File: src/rtl/simd_pkg.sv
package simd_pkg;

  localparam int DATA_W = 64;
  localparam int BYTE_W = 8;
  localparam int NUM_BYTES = DATA_W / BYTE_W;

  typedef enum logic [1:0] {
    LANE_8  = 2'b00,
    LANE_16 = 2'b01,
    LANE_32 = 2'b10,
    LANE_64 = 2'b11
  } lane_e;

  typedef enum logic [2:0] {
    OP_ADD   = 3'b000,
    OP_CMPEQ = 3'b001,
    OP_AND   = 3'b010,
    OP_ANDN  = 3'b011,
    OP_OR    = 3'b100
  } op_e;

  typedef struct packed {
    logic       load;
    logic [2:0] op;
    lane_e      lane;
    logic       sat;
  } dp_ctrl_t;

endpackage

File: src/rtl/simd_lane_unit.sv
module simd_lane_unit
  import simd_pkg::*;
#(
  parameter int DW = DATA_W,
  localparam int NB = DW / BYTE_W
) (
  input  logic [DW-1:0] a,
  input  logic [DW-1:0] b,
  input  lane_e         lane,
  input  logic          sat,
  output logic [DW-1:0] addOut,
  output logic [DW-1:0] eqOut
);

  logic [NB-1:0]     byteEq;
  logic [NB-1:0]     carryOut;
  logic [BYTE_W-1:0] byteSum [NB];

  // per-byte equality, one comparator per byte
  for (genvar g = 0; g < NB; g++) begin : g_eq
    assign byteEq[g] = (a[g*BYTE_W +: BYTE_W] == b[g*BYTE_W +: BYTE_W]);
  end

  // carry chain broken at every lane start
  always_comb begin
    int  span;
    logic c;
    span = (1 << lane) - 1;
    c = 1'b0;
    for (int i = 0; i < NB; i++) begin
      logic cin;
      cin = ((i & span) == 0) ? 1'b0 : c;
      {c, byteSum[i]} = {1'b0, a[i*BYTE_W +: BYTE_W]} + {1'b0, b[i*BYTE_W +: BYTE_W]}
                        + {{BYTE_W{1'b0}}, cin};
      carryOut[i] = c;
    end
  end

  // saturation and lane-wide equality broadcast
  always_comb begin
    int span;
    span = (1 << lane) - 1;
    addOut = '0;
    eqOut  = '0;
    for (int i = 0; i < NB; i++) begin
      logic clamp;
      logic laneEq;
      clamp = sat && (lane != LANE_64) && carryOut[i | span];
      addOut[i*BYTE_W +: BYTE_W] = clamp ? {BYTE_W{1'b1}} : byteSum[i];
      laneEq = 1'b1;
      for (int j = 0; j < NB; j++) begin
        if ((j & ~span) == (i & ~span)) laneEq = laneEq & byteEq[j];
      end
      eqOut[i*BYTE_W +: BYTE_W] = {BYTE_W{laneEq}};
    end
  end

endmodule

File: src/rtl/simd_datapath.sv
module simd_datapath
  import simd_pkg::*;
#(
  parameter int DW = DATA_W
) (
  input  logic          clk,
  input  logic          rstN,
  input  dp_ctrl_t      ctrl,
  input  logic [DW-1:0] opA,
  input  logic [DW-1:0] opB,
  output logic [DW-1:0] resultQ
);

  logic [DW-1:0] addOut;
  logic [DW-1:0] eqOut;
  logic [DW-1:0] nextRes;

  simd_lane_unit #(.DW(DW)) laneUnit_i (
    .a      (opA),
    .b      (opB),
    .lane   (ctrl.lane),
    .sat    (ctrl.sat),
    .addOut (addOut),
    .eqOut  (eqOut)
  );

  always_comb begin
    unique case (ctrl.op)
      OP_ADD:   nextRes = addOut;
      OP_CMPEQ: nextRes = eqOut;
      OP_AND:   nextRes = opA & opB;
      OP_ANDN:  nextRes = ~opA & opB;
      OP_OR:    nextRes = opA | opB;
      default:  nextRes = '0;
    endcase
  end

  always_ff @(posedge clk or negedge rstN) begin
    if (!rstN)          resultQ <= '0;
    else if (ctrl.load) resultQ <= nextRes;
  end

endmodule

File: src/rtl/simd_ctrl.sv
module simd_ctrl
  import simd_pkg::*;
(
  input  logic       clk,
  input  logic       rstN,
  input  logic       start,
  input  logic [1:0] laneSel,
  input  logic [2:0] opcode,
  input  logic       satEn,
  output dp_ctrl_t   ctrl,
  output logic       validQ
);

  always_comb begin
    ctrl.load = start;
    ctrl.op   = opcode;
    ctrl.lane = lane_e'(laneSel);
    ctrl.sat  = satEn;
  end

  always_ff @(posedge clk or negedge rstN) begin
    if (!rstN) validQ <= 1'b0;
    else       validQ <= start;
  end

endmodule

File: src/rtl/simd_alu.sv
module simd_alu
  import simd_pkg::*;
(
  input  logic        clk,
  input  logic        rstN,
  input  logic        start,
  input  logic [63:0] opA,
  input  logic [63:0] opB,
  input  logic [1:0]  laneSel,
  input  logic [2:0]  opcode,
  input  logic        satEn,
  output logic [63:0] result,
  output logic        resultValid
);

  dp_ctrl_t ctrl;

  simd_ctrl ctrl_i (
    .clk     (clk),
    .rstN    (rstN),
    .start   (start),
    .laneSel (laneSel),
    .opcode  (opcode),
    .satEn   (satEn),
    .ctrl    (ctrl),
    .validQ  (resultValid)
  );

  simd_datapath #(.DW(64)) dp_i (
    .clk     (clk),
    .rstN    (rstN),
    .ctrl    (ctrl),
    .opA     (opA),
    .opB     (opB),
    .resultQ (result)
  );

endmodule

File: config.mk
export PLATFORM = sky130hd
export DESIGN_NAME = simd_alu
export DESIGN_NICKNAME = d
export VERILOG_FILES = /design/src/rtl/simd_pkg.sv /design/src/rtl/simd_lane_unit.sv /design/src/rtl/simd_datapath.sv /design/src/rtl/simd_ctrl.sv /design/src/rtl/simd_alu.sv
export SDC_FILE = /design/constraint.sdc
export NUM_CORES = 1
export LEC_CHECK = 0
export BUFFER_PORTS_ARGS = -buffer_cell sky130_fd_sc_hd__buf_2
export CAP_MARGIN = 10
export CORE_ASPECT_RATIO = 0.7
export CORE_MARGIN = 2
export CORE_UTILIZATION = 35
export DETAILED_ROUTE_END_ITERATION = 8
export SLEW_MARGIN = 20
export SYNTH_ARGS = -nofsm -noshare
export SYNTH_HDL_FRONTEND = slang
export SYNTH_HIERARCHICAL = 1
export SYNTH_SLANG_ARGS = --single-unit
File: constraint.sdc
create_clock -name clk -period 1.1 [get_ports clk]
set_input_delay 0.055 -clock clk [delete_from_list [all_inputs] [get_ports clk]]
set_output_delay 0.055 -clock clk [all_outputs]
set_load 0.05 [all_outputs]
**Word-level counts from Yosys, hierarchy flattened**

Cells that the tools add are included.

- Bits in registers: 65
- Latch bits: 0
- Memory bits (writable): 0
- Bits in read-only memories: 0
- Input port bits: 137
- Output and inout port bits: 65
- Logic and storage cells: 235
- Memories: 0

- Add/subtract/negate cells: 16
- Multiply operators: 0
- Divide/modulo/power cells: 0
- $lt $le $gt $ge: 8
- Equality and inequality tests: 25
- Shift-type cells: 1
- Mux-type cells: 95
- Bitwise operators: 61
- Reduce and logical (&&, ||, !) cells: 27

Operator list:

| cell | count |
|---|---|
| $logic_not A32 Y1 | 14 |
| $pmux W64 S5 | 1 |
| $lt A32 B5 Y1 const B | 8 |
| $and A64 B64 Y64 | 2 |
| $mux W1 | 82 |
| $add A8 B8 Y9 | 8 |
| $eq A8 B8 Y1 | 8 |
| $mux W8 | 8 |
| $not A64 Y64 | 1 |
| $or A64 B64 Y64 | 1 |
| $add A9 B1 Y9 | 7 |
| $and A1 B1 Y1 | 56 |
| $shl A1 B2 Y32 const A | 1 |
| $sub A32 B2 Y32 const B | 1 |
| $eq A2 B2 Y1 | 6 |
| $eq A3 B3 Y1 | 4 |
| $logic_and A1 B1 Y1 | 9 |
| $bmux W1 S2 | 3 |
| $eq A3 B2 Y1 const B | 2 |
| $logic_not A2 Y1 | 3 |
| $bmux W1 S3 | 1 |
| $eq A2 B3 Y1 | 1 |
| $eq A3 B1 Y1 const B | 1 |
| $eq A3 B2 Y1 | 1 |
| 4 further kinds | 4 |

**Longest topological paths before layout**

- Depth in word-level cells: 23
- Gate-level depth with buffers: 54
- Gate-level depth less buffers: 53

**Modules after synthesis**

The synthesis kept the hierarchy.

By module, submodules not included:

| module | times used | cells an instance | area each (sq um) |
|---|---|---|---|
| simd_datapath | 1 | 694 | 5771.8 |
| simd_lane_unit | 1 | 542 | 4050.1 |
| simd_ctrl | 1 | 8 | 77.6 |

**Worst setup path after synthesis**

OpenSTA, ideal clock, no wires.

- Path kind: input port to flip-flop
- Start: input opA[0]
- End: register dp_i.resultQ[61]
- Setup time: 119 ps
- Arrival: 12915 ps
- Slack: -11934 ps
- Cell stages on the path: 53
- Cell sequence: ha_1 > fa_1 > a211o_1 > a2111oi_2 > nor3_1 > fa_1 > fa_1 > a211o_1 > a211oi_1 > nor2_1 > nor2_1 > nor2_1 > fa_1 > fa_1 > a211oi_1 > o211ai_1 > nand2_1 > nor2_1 > [... 17 more ...] > a21oi_1 > fa_1 > fa_1 > a211oi_1 > nor2_1 > o21ai_0 > nor2_1 > fa_1 > fa_1 > a211oi_1 > o211a_1 > or3_1 > buf_2 > nand2b_1 > mux2_2 > a32oi_1 > o221ai_1 > o21a_1

- Cells in the longest elaborated chain, start to end: 20
- Elaborated cells between the ends (all ways): 35
- Classes of those cells: add/sub: 8; eq/ne: 1; mux: 18; bitwise: 7; reduce/logical: 1

RTL lines:

| element | RTL line | source |
|---|---|---|
| from (decl) | simd_alu.sv:7 | `input logic [63:0] opA,` |
| $add A8 B8 Y9 * | simd_lane_unit.sv:33 | `{c, byteSum[i]} = {1'b0, a[i*BYTE_W +: BYTE_W]} + {1'b0, b[i*BYTE_W +: BYTE_W]}` |
| $mux W1 * | simd_lane_unit.sv:32 | `cin = ((i & span) == 0) ? 1'b0 : c;` |
| $add A9 B1 Y9 * | simd_lane_unit.sv:34 | `+ {{BYTE_W{1'b0}}, cin};` |
| $mux W1 * | simd_lane_unit.sv:32 |  |
| $add A9 B1 Y9 * | simd_lane_unit.sv:34 |  |
| $mux W1 * | simd_lane_unit.sv:32 |  |
| $add A9 B1 Y9 * | simd_lane_unit.sv:34 |  |
| $mux W1 * | simd_lane_unit.sv:32 |  |
| [... 4 more ...] | - |  |
| $add A9 B1 Y9 * | simd_lane_unit.sv:34 |  |
| $mux W1 * | simd_lane_unit.sv:32 |  |
| $add A9 B1 Y9 * | simd_lane_unit.sv:34 |  |
| $mux W1 (not written as such) (2 in series) | simd_lane_unit.sv:48 | `clamp = sat && (lane != LANE_64) && carryOut[i \| span];` |
| $logic_and A1 B1 Y1 | simd_lane_unit.sv:48 |  |
| $mux W8 * | simd_lane_unit.sv:49 | `addOut[i*BYTE_W +: BYTE_W] = clamp ? {BYTE_W{1'b1}} : byteSum[i];` |
| named net dp_i.addOut[61] | simd_datapath.sv:14 | `logic [DW-1:0] addOut;` |
| $pmux W64 S5 * | simd_datapath.sv:28 | `unique case (ctrl.op)` |
| to (signal assigned) | simd_datapath.sv:40 | `else if (ctrl.load) resultQ <= nextRes;` |
| to (decl) | simd_datapath.sv:11 | `output logic [DW-1:0] resultQ` |

Mark *: on every way through the listed nets, which the timed path passes. The rest lies on a longest branch. The select of a mux whose other input is x is not followed.
A chain may end at the register's enable or synchronous reset.

**Worst setup path in the final report**

- Start: input opB[0]
- End: register dp_i.resultQ[33]

- Cells in the longest elaborated chain, start to end: 21
- Elaborated cells between the ends (all ways): 36
- Classes of those cells: add/sub: 8; eq/ne: 1; mux: 19; bitwise: 7; reduce/logical: 1

RTL lines:

| element | RTL line | source |
|---|---|---|
| from (decl) | simd_alu.sv:8 | `input logic [63:0] opB,` |
| $add A8 B8 Y9 * | simd_lane_unit.sv:33 |  |
| $mux W1 * | simd_lane_unit.sv:32 |  |
| $add A9 B1 Y9 * | simd_lane_unit.sv:34 |  |
| $mux W1 * | simd_lane_unit.sv:32 |  |
| $add A9 B1 Y9 * | simd_lane_unit.sv:34 |  |
| $mux W1 * | simd_lane_unit.sv:32 |  |
| $add A9 B1 Y9 * | simd_lane_unit.sv:34 |  |
| $mux W1 * | simd_lane_unit.sv:32 |  |
| [... 5 more ...] | - |  |
| $mux W1 | simd_lane_unit.sv:32 |  |
| $add A9 B1 Y9 | simd_lane_unit.sv:34 |  |
| $bmux W1 S2 | simd_lane_unit.sv:48 |  |
| $mux W1 (not written as such) (2 in series) | simd_lane_unit.sv:48 |  |
| $logic_and A1 B1 Y1 | simd_lane_unit.sv:48 |  |
| $mux W8 * | simd_lane_unit.sv:49 |  |
| named net dp_i.addOut[33] | simd_datapath.sv:14 |  |
| $pmux W64 S5 * | simd_datapath.sv:28 |  |

Marked as above.

==> metrics.txt <==
# TYPE chip_impl_metric gauge
chip_impl_metric{name="insertedDiodeCount",unit=""} 0
chip_impl_metric{name="finalWirelength",unit="mm"} 37.1
chip_impl_metric{name="total_power",unit="mW"} 13.7
chip_impl_metric{name="overflow",unit=""} 0
chip_impl_metric{name="io_pins",unit=""} 202
chip_impl_metric{name="synth_cells",unit=""} 1244
chip_impl_metric{name="max-vdd-ir-drop",unit="uV"} 772
chip_impl_metric{name="wl_per_cell",unit="um"} 18.1
chip_impl_metric{name="worst_slack",unit="ps"} -10610
chip_impl_metric{name="via_per_inst",unit=""} 5.48
chip_impl_metric{name="post_synth_instance_area",unit="mm^2"} 0.00990
chip_impl_metric{name="syn-mean-instance-area",unit="um^2"} 7.96
chip_impl_metric{name="clock_latency",unit="ps"} 350
chip_impl_metric{name="clock_sink_count",unit=""} 65
chip_impl_metric{name="critical_path.max_fanout",unit=""} 8
chip_impl_metric{name="io_buffers",unit=""} 201
chip_impl_metric{name="floorplan.rows",unit=""} 51
chip_impl_metric{name="utilization",unit="%"} 52.6
chip_impl_metric{name="fp.dieArea",unit="mm^2"} 0.0297
chip_impl_metric{name="max_freq",unit="MHz"} 85.4
chip_impl_info{name="synth_area_leader_cell",value="sky130_fd_sc_hd__dfrtp_1"} 1
chip_impl_metric{name="p_leak",unit="nW"} 6.54
chip_impl_metric{name="die_outline_height",unit="um"} 145
chip_impl_metric{name="synth_to_final_area_change",unit="%"} 47.9
chip_impl_metric{name="synth_cell_type_count",unit=""} 56
chip_impl_metric{name="antenna_left",unit=""} 0
chip_impl_metric{name="finalWeightedCongestion",unit=""} 0.913
chip_impl_metric{name="antenna_found_initial",unit=""} 0
chip_impl_metric{name="report.final.setup_viol",unit=""} 64
chip_impl_metric{name="fp.coreArea",unit="mm^2"} 0.0278
chip_impl_info{name="violations",value="negative setup slack"} 1
chip_impl_info{name="kind_of_critical_path",value="primary input to flop"} 1
chip_impl_metric{name="die_width",unit="um"} 205
chip_impl_metric{name="timing.final.crit_share",unit="%"} 1060
chip_impl_metric{name="reg2reg_slack",unit="ps"} 300
chip_impl_info{name="cts.root.buffer_cell",value="sky130_fd_sc_hd__clkbuf_16"} 1
chip_impl_info{name="worstHoldPathType",value="primary input to flop"} 1
chip_impl_metric{name="synth_nets",unit=""} 1461
chip_impl_metric{name="drv_cap",unit=""} 0
chip_impl_info{name="crit_top_cell",value="sky130_fd_sc_hd__fa_2"} 1
chip_impl_metric{name="hpwlAfterDp",unit="mm"} 29.1
chip_impl_metric{name="drive_above_1_share",unit="%"} 44.8
chip_impl_metric{name="timing.clock.skew",unit="ps"} 0
chip_impl_metric{name="critical_path_required",unit="ps"} 1340
chip_impl_metric{name="number_of_buffers_and_inverters_on_the_critical_path",unit=""} 2
chip_impl_metric{name="tightestPinTransition",unit="ps"} 514
chip_impl_metric{name="finish.instance_area",unit="mm^2"} 0.0146
chip_impl_metric{name="synth_edf_count",unit=""} 0
chip_impl_metric{name="cp.arrival",unit="ps"} 11950
chip_impl_metric{name="max-slew-margin-rel",unit="%"} 65.6
chip_impl_metric{name="cts.clk_slew.worst_paths",unit="ps"} 60
chip_impl_metric{name="final_hold_viol_count",unit=""} 0
chip_impl_metric{name="pin_count_of_the_biggest_net_entering_global_routing",unit=""} 53
chip_impl_metric{name="drtIter0Drc",unit=""} 554
chip_impl_metric{name="final-max-slew-violation-count",unit=""} 0
chip_impl_info{name="status",value="complete, but fails checks"} 1
chip_impl_metric{name="initial_util",unit="%"} 35.6
chip_impl_metric{name="finalNetCount",unit=""} 1897
chip_impl_info{name="biggest_area_contributors_in_the_synthesized_netlist",value="sky130_fd_sc_hd__dfrtp_1 16%, sky130_fd_sc_hd__ha_1 8.2%, sky130_fd_sc_hd__xor2_1 7.3%"} 1
chip_impl_info{name="worst_path_max_delay_cell",value="sky130_fd_sc_hd__a2111oi_4"} 1
chip_impl_metric{name="cts-htree-levels",unit=""} 3
chip_impl_info{name="synth_ff_type",value="sky130_fd_sc_hd__dfrtp_1"} 1
chip_impl_info{name="worstSetupStartpointType",value="primary input"} 1
chip_impl_metric{name="max_stage_delay",unit="ps"} 390
chip_impl_metric{name="yosysSeqAreaShare",unit="%"} 16.4
chip_impl_metric{name="post-route-drc-count",unit=""} 0
chip_impl_info{name="worstSetupEndpointType",value="flop"} 1
chip_impl_metric{name="yosys_warnings",unit=""} 6
chip_impl_metric{name="dpl_cell_area",unit="mm^2"} 0.0136
chip_impl_info{name="setup_repair_after_global_routing_missed_its_margin",value="true"} 1
chip_impl_metric{name="first_pass_iters",unit=""} 5
chip_impl_metric{name="postSynthRegisterBits",unit=""} 65
chip_impl_metric{name="synth_top_cell_area_share",unit="%"} 16.4
chip_impl_info{name="cts_tree",value="yes"} 1
chip_impl_metric{name="ys_async_sr_fraction",unit="%"} 100
chip_impl_metric{name="fin_tns_setup",unit="ps"} -499090
chip_impl_metric{name="grtUsageTotal",unit="%"} 24.7
chip_impl_info{name="critical_path.top_delay_family",value="adder cells"} 1
chip_impl_metric{name="cellPowerDensity",unit="mW/mm^2"} 938
chip_impl_metric{name="cts_buffers",unit=""} 9
chip_impl_metric{name="grt_pass1_vias",unit=""} 10600
chip_impl_metric{name="clock_tree.buffer_depth",unit=""} 2
chip_impl_metric{name="final_cells",unit=""} 2056
chip_impl_metric{name="vias",unit=""} 11300
chip_impl_metric{name="dp.cells",unit=""} 2023
chip_impl_metric{name="global_route_wire_length_before_repair",unit="mm"} 57.6
chip_impl_metric{name="final.min_clock_period",unit="ps"} 11710
[stage by stage]
step | worst slack [ps] | hold WS [ps]
2_1_floorplan | -10680 | -241
3_3_place_gp | -10960 | -15.5
3_5_place_dp | -11250 | -13.9
4_1_cts | -10680 | 53.8
5_1_grt | -11190 | 65.1
6_report | -10610 | 63.6
[worst min-delay path: stages]
cell and delay (ps):
sky130_fd_sc_hd__buf_2 110, sky130_fd_sc_hd__a31oi_1 80, sky130_fd_sc_hd__a21boi_1 120
[power breakdown]
part | internal, mW | leakage [nW] | switching [mW]
clock network | 1.51 | 0.128 | 1.26
registers | 2.67 | 0.797 | 0.164
logic | 3.58 | 5.62 | 4.54
[kinds of logic (layout without fill, tap and decap cells)]
| logic type | after synthesis | after routing | synth area share [%] |
|---|---|---|---|
| flops | 65 | 65 | 16.4 |
| mux | 2 | 2 | 0.227 |
| xor+xnor | 100 | 100 | 8.85 |
| fa+ha+maj | 80 | 80 | 11.2 |
| compound gates | 505 | 505 | 37.1 |
| simple gates | 333 | 333 | 16.7 |
| buf+inv | 159 | 600 | 9.48 |
[path summary, 6_finish.rpt]
path | from | to | cells after the start
setup reg to reg | dp_i/resultQ[44]$_DFFE_PN0P_ | dp_i/resultQ[44]$_DFFE_PN0P_ | 3
hold reg to reg | dp_i/resultQ[10]$_DFFE_PN0P_ | dp_i/resultQ[10]$_DFFE_PN0P_ | 1
hold / removal | opB[21] | dp_i/resultQ[21]$_DFFE_PN0P_ | 3
setup / recovery | opB[0] | dp_i/resultQ[33]$_DFFE_PN0P_ | 55
min in group asynchronous | rstN | dp_i/resultQ[37]$_DFFE_PN0P_ | 2
max in group asynchronous | rstN | dp_i/resultQ[59]$_DFFE_PN0P_ | 3
[metal layers]
metal	track usage, %	vias up	wire length [um]
li1	-	5449	-
met3	3.11	22	2140
met1	37.5	5439	18700
met4	4.58	0	343
met5	0	-	0
met2	37.3	351	16000
[synthesized netlist by cell type (all sizes together) (8+ instances only)]
master / n
o221ai: 22
a31oi: 44
o21a: 28
o211ai: 12
nand2b: 59
a2bb2oi: 23
nor3: 23
a21o: 16
a21oi: 83
a211oi: 9
clkbuf: 25
buf: 113
ha: 65
or4: 16
nand3: 16
a221oi: 42
o21ai: 117
xnor2: 18
fa: 15
a21boi: 43
nand2: 41
o21bai: 10
dfrtp: 65
nor2: 155
inv: 21
a32oi: 21
a2111oi: 8
xor2: 82
[flip-flops by register name (all words and copies together) (netlist names)]
register       flops
ctrl_i/validQ      1
dp_i/resultQ      64
[cell usage in the layout (no fill, tap or decap), types with 43 or more instances in the layout]
cell and n:
sky130_fd_sc_hd__a31oi_1 43, sky130_fd_sc_hd__ha_1 64, sky130_fd_sc_hd__dfrtp_1 65, sky130_fd_sc_hd__nor2_1 113, sky130_fd_sc_hd__o21ai_1 46, sky130_fd_sc_hd__o21ai_0 65
sky130_fd_sc_hd__a21oi_1 81, sky130_fd_sc_hd__nand2b_1 48, sky130_fd_sc_hd__xor2_1 82, sky130_fd_sc_hd__a21boi_1 43, sky130_fd_sc_hd__buf_4 332, sky130_fd_sc_hd__buf_2 189
[what timing repair did]
item / 4_1_cts / 5_1_grt
gates cloned: 0 / 0
endpoints found under the setup margin: 68 / 66
hold buffers: 1 / 0
buffers inserted: 3 / 16
resized for setup: 18 / 126
endpoints found under the hold margin: 65 / 0
pin swaps: 31 / 95
[final cells by class]
type	instances	area [um^2]
timing repair buffer	563	4180
fill	2671	13200
clock buffer	10	229
inverter	21	78.8
tap	371	464
sequential	65	1630
clock inverter	6	35.0
multi-input combinational	1020	8020
(Power assumes the default switching activity.)
